## config.mk

```make
export PLATFORM = sky130hd
export DESIGN_NAME = eeprom_wp_ctrl
export DESIGN_NICKNAME = d
export VERILOG_FILES = /design/src/rtl/eewp_pkg.sv /design/src/rtl/eewp_zone_chk.sv /design/src/rtl/eewp_vol_bits.sv /design/src/rtl/eewp_nv_store.sv /design/src/rtl/eeprom_wp_ctrl.sv
export SDC_FILE = /design/constraint.sdc
export NUM_CORES = 1
export LEC_CHECK = 0
export BUFFER_PORTS_ARGS = -buffer_cell sky130_fd_sc_hd__buf_4
export CORE_AREA = 2 2 39 41
export CTS_CLUSTER_DIAMETER = 40
export DETAILED_ROUTE_END_ITERATION = 10
export DIE_AREA = 0 0 41 43
export GPL_TIMING_DRIVEN = 1
export HOLD_SLACK_MARGIN = 0.12
export PLACE_DENSITY_LB_ADDON = 0.05
export SLEW_MARGIN = 5
export SYNTH_ARGS = -nofsm -noshare
export SYNTH_HDL_FRONTEND = slang
export SYNTH_SLANG_ARGS = --single-unit
```

## constraint.sdc

```tcl
create_clock -name clk -period 1.41 [get_ports clk]
set_input_delay 0.141 -clock clk [delete_from_list [all_inputs] [get_ports clk]]
set_output_delay 0.141 -clock clk [all_outputs]
set_load 0.1 [all_outputs]
```

## src/rtl/eewp_pkg.sv

```systemverilog
package eewp_pkg;
  typedef enum logic [1:0] {
    ZN_NONE    = 2'b00,
    ZN_QUARTER = 2'b01,
    ZN_HALF    = 2'b10,
    ZN_ALL     = 2'b11
  } zone_t;
endpackage

```

## src/rtl/eewp_zone_chk.sv

```systemverilog
module eewp_zone_chk
  import eewp_pkg::*;
#(
  parameter int ADDR_W = 12
) (
  input  zone_t             zone,
  input  logic [ADDR_W-1:0] addr,
  output logic              hit
);
  localparam int TOP = ADDR_W - 1;

  always_comb begin
    case (zone)
      ZN_QUARTER: hit = addr[TOP] & addr[TOP-1];
      ZN_HALF:    hit = addr[TOP];
      ZN_ALL:     hit = 1'b1;
      default:    hit = 1'b0;
    endcase
  end
endmodule

```

## src/rtl/eewp_vol_bits.sv

```systemverilog
module eewp_vol_bits (
  input  logic clk,
  input  logic rst,
  input  logic idle,
  input  logic wen_set,
  input  logic wen_clr,
  input  logic mark_set,
  input  logic mark_clr,
  input  logic cyc_start,
  input  logic nv_busy,
  output logic wen_q,
  output logic mark_q,
  output logic in_cycle
);
  logic busy_d;
  logic cyc_done;

  assign cyc_done = in_cycle & busy_d & ~nv_busy;

  always_ff @(posedge clk) begin
    if (rst) begin
      busy_d   <= 1'b0;
      in_cycle <= 1'b0;
      wen_q    <= 1'b0;
      mark_q   <= 1'b0;
    end else begin
      busy_d <= nv_busy;
      if (cyc_start)     in_cycle <= 1'b1;
      else if (cyc_done) in_cycle <= 1'b0;
      if (cyc_done)                wen_q <= 1'b0;
      else if (idle && wen_clr)    wen_q <= 1'b0;
      else if (idle && wen_set)    wen_q <= 1'b1;
      if (idle && mark_clr)        mark_q <= 1'b0;
      else if (idle && mark_set)   mark_q <= 1'b1;
    end
  end

  // the mark is frozen while programming is busy
  p_mark_frozen_r10: assert property (@(posedge clk) disable iff (rst)
    nv_busy |=> $stable(mark_q));

  // closing a write cycle leaves the latch cleared
  p_wen_drop_r10: assert property (@(posedge clk) disable iff (rst)
    $fell(in_cycle) |-> !wen_q);
endmodule

```

## src/rtl/eewp_nv_store.sv

```systemverilog
module eewp_nv_store
  import eewp_pkg::*;
(
  input  logic  clk,
  input  logic  wr_en,
  input  zone_t zone_d,
  input  logic  hwen_d,
  output zone_t zone_q,
  output logic  hwen_q
);
  // Stand-in for nonvolatile cells: no reset term, load only on a granted write
  always_ff @(posedge clk) begin
    if (wr_en) begin
      zone_q <= zone_d;
      hwen_q <= hwen_d;
    end
  end
endmodule

```

## src/rtl/eeprom_wp_ctrl.sv

```systemverilog
module eeprom_wp_ctrl
  import eewp_pkg::*;
#(
  parameter int ADDR_W = 12
) (
  input  logic              clk,
  input  logic              rst,
  input  logic              cmd_wen_set,
  input  logic              cmd_wen_clr,
  input  logic              cmd_stat_wr,
  input  logic              cmd_mark_set,
  input  logic              cmd_mark_clr,
  input  logic [1:0]        stat_zone_d,
  input  logic              stat_hwen_d,
  input  logic              guard_n,
  input  logic              arr_req,
  input  logic [ADDR_W-1:0] arr_addr,
  input  logic              nv_busy,
  output logic              wen_o,
  output logic              mark_o,
  output logic [1:0]        zone_o,
  output logic              hwen_o,
  output logic              arr_go,
  output logic              sr_go
);
  logic  in_cycle, wen_q, mark_q, hwen_q, addr_hit;
  logic  idle, stat_ok, arr_ok, stat_locked;
  zone_t zone_q;

  assign idle        = ~nv_busy & ~in_cycle;
  assign stat_locked = hwen_q & ~guard_n;
  assign stat_ok     = cmd_stat_wr & idle & wen_q & ~stat_locked;
  assign arr_ok      = arr_req & idle & wen_q & ~addr_hit & ~cmd_stat_wr;

  eewp_zone_chk #(.ADDR_W(ADDR_W)) u_zone (
    .zone (zone_q),
    .addr (arr_addr),
    .hit  (addr_hit)
  );

  eewp_vol_bits u_vol (
    .clk       (clk),
    .rst       (rst),
    .idle      (idle),
    .wen_set   (cmd_wen_set),
    .wen_clr   (cmd_wen_clr),
    .mark_set  (cmd_mark_set),
    .mark_clr  (cmd_mark_clr),
    .cyc_start (stat_ok | arr_ok),
    .nv_busy   (nv_busy),
    .wen_q     (wen_q),
    .mark_q    (mark_q),
    .in_cycle  (in_cycle)
  );

  eewp_nv_store u_nv (
    .clk    (clk),
    .wr_en  (stat_ok),
    .zone_d (zone_t'(stat_zone_d)),
    .hwen_d (stat_hwen_d),
    .zone_q (zone_q),
    .hwen_q (hwen_q)
  );

  always_ff @(posedge clk) begin
    if (rst) begin
      arr_go <= 1'b0;
      sr_go  <= 1'b0;
    end else begin
      arr_go <= arr_ok;
      sr_go  <= stat_ok;
    end
  end

  assign wen_o  = wen_q;
  assign mark_o = mark_q;
  assign zone_o = zone_q;
  assign hwen_o = hwen_q;

  // an array permit needs the latch set on the request cycle
  p_arr_needs_wen_r4: assert property (@(posedge clk) disable iff (rst)
    arr_go |-> $past(wen_q));

  // no array permit while every address is protected
  p_arr_zone_all_r5: assert property (@(posedge clk) disable iff (rst)
    arr_go |-> ($past(zone_q) != ZN_ALL));

  // no status permit in locked mode
  p_stat_locked_r9: assert property (@(posedge clk) disable iff (rst)
    sr_go |-> !($past(hwen_q) && !$past(guard_n)));

  // stored bits move only together with a status permit
  p_nv_moves_r6: assert property (@(posedge clk) disable iff (rst)
    !$stable({zone_q, hwen_q}) |-> sr_go);

  // never both permits at once
  p_go_excl_r11: assert property (@(posedge clk) disable iff (rst)
    !(arr_go && sr_go));
endmodule

```

# Yosys cells after proc, flatten, opt, wreduce, memory -nomap -nowiden

Index checks and enable logic that the tools add are counted.
W data, S select, Z words.

Flip-flop bits (word level): 9
Bits of input ports: 25
Output and inout bits: 7
Word-level logic and storage cells: 40

Equality and inequality tests: 3
Mux-type cells: 3
Bitwise logic cells: 19
Reductions and logical operators: 7

Operators by type and width:

| kind                 | number |
|---|---|
| $and A1 B1 Y1        | 12 |
| $not A1 Y1           | 6 |
| $eq A2 B2 Y1 const B | 2 |
| $logic_and A1 B1 Y1  | 4 |
| $pmux W1 S3          | 1 |
| $reduce_or A3 Y1     | 1 |
| $eq A2 B1 Y1 const B | 1 |
| $mux W1              | 2 |
| $reduce_bool A2 Y1   | 1 |
| $reduce_or A2 Y1     | 1 |
| $or A1 B1 Y1         | 1 |

# Logic depth before layout (Yosys ltp)

Depth after elaboration: 8
Gate-level depth with buffers: 3
Depth with buffers taken out: 3

# Cells and area by module

A second synthesis with hierarchy kept.

Cell total of the unflattened synthesis: 31
Area, all modules: 346.6 µm²

Modules (own cells, without submodules):

| module         | instances | cells an instance | area each (µm²) | seq. area each (µm²) |
|---|---|---|---|---|
| eewp_vol_bits  | 1         | 14                | 145.1           | 80.1 |
| eeprom_wp_ctrl | 1         | 11                | 97.6            | 40.0 |
| eewp_nv_store  | 1         | 3                 | 90.1            | 90.1 |
| eewp_zone_chk  | 1         | 3                 | 13.8            | 0.0 |

# Worst setup path after synthesis

OpenSTA, ideal clock, no wires.

Path type: register to register
From: register u_vol.wen_q
To: register u_vol.in_cycle
Library setup time: 73 ps
Arrival time: 1982 ps
Required time: 1337 ps
Setup slack: -645 ps
Stages on the path, launching flop included: 4
Path buffers: 0
Period minus slack after synthesis: 2055 ps
Cells stage by stage: dfxtp_1 or4b_4 or3b_1 o211ai_2

Word-level cells in the longest chain between the ends: 5
Elaborated cells between the ends (all ways): 8
Those cells by class: mux: 1; bitwise: 6; reduce/logical: 1

Ends and longest elaborated chain:

| item                                          | RTL line             | RTL |
|---|---|---|
| start, declared                               | eewp_vol_bits.sv:11  | `output logic wen_q,` |
| start signal, assigned                        | eewp_vol_bits.sv:24  | `wen_q <= 1'b0;` |
| start signal, assigned                        | eewp_vol_bits.sv:30  | `if (cyc_done) wen_q <= 1'b0;` |
| start signal, assigned                        | eewp_vol_bits.sv:31  | `else if (idle && wen_clr) wen_q <= 1'b0;` |
| $and A1 B1 Y1 (3 in series)                   | eeprom_wp_ctrl.sv:33 | `assign arr_ok = arr_req & idle & wen_q & ~addr_hit & ~cmd_stat_wr;` |
| $or A1 B1 Y1 (*)                              | eeprom_wp_ctrl.sv:49 | `.cyc_start (stat_ok \| arr_ok),` |
| $mux W1 or $reduce_bool A2 Y1 (tied branches) | -                    |  |
| end signal, assigned                          | eewp_vol_bits.sv:23  | `in_cycle <= 1'b0;` |
| end signal, assigned                          | eewp_vol_bits.sv:28  | `if (cyc_start) in_cycle <= 1'b1;` |
| end signal, assigned                          | eewp_vol_bits.sv:29  | `else if (cyc_done) in_cycle <= 1'b0;` |
| end, declared                                 | eewp_vol_bits.sv:13  | `output logic in_cycle` |

Every way passes the cells marked *; elsewhere a longest branch is shown, timed or not.
A chain may end at the register's enable or synchronous reset.

# Worst setup path after layout

Same ends and word-level chain as after synthesis.

==> impl_metrics.py <==
metrics = {
    "yosys": {
        "synth.top_cell.area_share_pct": 34.2,
        "ys_types": 18,
        "ys_ff_latch": 9,
        "syn_area_per_cell_um2": 11.3,
        "synthCells": 31,
        "synth_area_leaders": "dfxtp_1, edfxtp_1, nor2_1",
        "synth_nets": 56,
        "yosysTopAreaCell": "dfxtp_1",
        "ys_warn_count": 0,
        "synth_seq_area_share_pct": 59.8,
        "netlist_area_um2": 352,
    },
    "timing": {
        "finalMaxSlewViolations": 0,
        "hold_violations": 0,
        "fmax_mhz": 721,
        "clock_skew_ns": 0.00151,
        "rsz0062_at_grt": "true",
        "relSlewSlack_pct": 81.5,
        "finalCritPeriodShare_pct": 98.3,
        "fin_tns_setup_ns": 0,
        "worstMarginPinSlew_ns": 0.279,
        "setup_violations": 0,
        "fin_crit_ns": 1.39,
    },
    "global_route": {
        "gr-usage-met3_pct": 4.71,
        "grt_pass1_wl_um": 1160,
        "grt_pass1_vias": 339,
        "grt_antenna_before_repair": 0,
        "grt_max_degree": 6,
        "track_usage_pct": 10.5,
        "busiest_layer": "met2",
        "use_met1_pct": 8.91,
        "use_met2_pct": 17.5,
        "grt-ovfl-total": 0,
    },
    "worst_setup_path": {
        "critPathKind": "flip-flop to flip-flop",
        "cp_max_fo": 4,
        "r2r_cells": 3,
        "cp.arrival_ns": 1.56,
        "cp_data_required_time_ns": 1.59,
        "start_kind": "flip-flop",
        "crit_path_end_kind": "flip-flop",
    },
    "cells_and_area": {
        "num-nets-final": 90,
        "finalInstanceArea_um2": 638,
        "final_cell_mix": "buf_4, dlygate4sd3_1, dfxtp_1",
        "final_cells": 80,
        "final_common_cell": "buf_4",
        "insertedDiodeCount": 0,
        "n_fill_cell": 148,
        "final_layout_size_suffix_gt1_share_pct": 51.6,
        "areaGrowthSynthToFinish_pct": 81.5,
    },
    "clocking": {
        "cts_tree": "yes",
        "cts_sinks": 9,
        "clock_path_buffers": 2,
        "cts_made_buffers": 3,
        "insertion_delay_ns": 0.25,
        "htreeDepth": 1,
        "clkTransAtPathRegs_ns": 0.06,
        "ctsRootBufferMaster": "clkbuf_4",
    },
    "floorplanning": {
        "die_h_um": 43,
        "io_pins": 32,
        "die-area_um2": 1760,
        "num_rows": 14,
        "initial_core_util_pct": 25.4,
        "coreArea_um2": 1380,
        "dieWidth_um": 41,
    },
    "place": {
        "post-dp-hpwl_um": 659,
        "place.gp.congestion": 0.629,
        "place_area_um2": 558,
        "dp.cells": 71,
        "port_buffers": 21,
    },
    "route": {
        "first_iter_violations": 0,
        "dr.pass1.iters": 1,
        "vias_per_cell": 4.34,
        "routed_wl_um": 864,
        "drtAntennaViolNets": 0,
        "drc_errors": 0,
        "wl_per_cell_um": 10.8,
        "vias": 347,
    },
    "power": {
        "max-vdd-ir-drop_mv": 0.387,
        "power_density_nw_per_um2": 916,
        "power_uw": 584,
        "leakage_uw": 0.000280,
    },
    "hold_path": {
        "min_path_cells": 2,
        "hold_class": "input port to flip-flop",
    },
    "run": {
        "max_cap_viol_count": 0,
    },
    "run_status": {
        "run_status": "complete, no violations",
    },
}
metal layers:
layer	vias to the layer above	wire length, um
met5	-	0
li1	178	-
met3	2	91
met1	150	318
met4	0	8
met2	17	447
sequential cells by signal, summed over array words and instances, names as in the netlist:
name,cells
u_vol.wen_q,1
u_vol.busy_d,1
sr_go,1
u_nv.hwen_q,1
u_vol.mark_q,1
u_vol.in_cycle,1
u_nv.zone_q,2
arr_go,1
cell families (layout without fill, tap and decap cells):
family	count (synthesis)	count (layout)	synth area share [%]
simple gates	15	15	26.3
flops	9	9	59.8
compound gates	5	5	9.96
mux	1	1	2.85
buf+inv	1	34	1.07
critical path: stages, from the launching register on:
cell,delay (ns)
dfxtp_4,0.36
or4b_4,0.47
or3b_4,0.41
o211ai_2,0.08
cells in the mapped netlist:
cell type  n
dfxtp_1    6
nor2_1     4
edfxtp_1   3
a21oi_1    2
nand2b_1   2
nor2b_1    2
a211oi_1   1
inv_1      1
mux2i_1    1
nand2_1    1
nand3_1    1
nand3b_1   1
nand4b_1   1
nor3_1     1
o211ai_2   1
o21ai_0    1
or3b_1     1
or4b_4     1
final timing paths:
check | start | end | slack (ns)
max | u_vol.wen_q$_SDFFE_PP0P_ | u_vol.in_cycle$_SDFFE_PP0P_ | 0.02
min | nv_busy | u_vol.busy_d$_SDFF_PP0_ | 0.14
max reg2reg | u_vol.wen_q$_SDFFE_PP0P_ | u_vol.in_cycle$_SDFFE_PP0P_ | 0.02
min reg2reg | u_vol.mark_q$_SDFFE_PP0P_ | u_vol.mark_q$_SDFFE_PP0P_ | 0.52
area by class of cell:
class | count | area [um^2] | area share (%)
tap | 16 | 20.0 | 3.14
sequential | 9 | 215 | 33.7
inverter | 1 | 3.75 | 0.588
multi-input combinational | 21 | 143 | 22.4
timing repair buffer | 29 | 230 | 36.1
clock buffer | 4 | 26.3 | 4.12
through the flow:
| stage | hold WS [ns] | util [%] | worst slack (ns) |
|---|---|---|---|
| final | 0.139 | 46.1 | 0.0239 |
| after global routing | 0.138 | 46.1 | -0.00205 |
| after CTS | 0.132 | 45.8 | 0.00382 |
| after detailed placement | 0.320 | 40.3 | 0.0275 |
| after global placement | 0.320 | 40.3 | 0.0272 |
| after floorplan | 0.210 | - | -0.208 |
timing repair:
item / in CTS / in global routing
setup buffers: 0 / 0
gates resized for setup: 0 / 2
hold buffers: 5 / 0
hold endpoints to repair: 6 / 0
endpoints found under the setup margin: 0 / 1
power breakdown:
part           switching [uW]  internal, uW  leakage (uW)  total [uW]
Combinational            57.8          54.2      0.000188         112
Sequential               4.24           274     0.0000772         279
Clock                    84.8           109     0.0000150         194
Note: power is estimated with default switching activity, not from simulation.
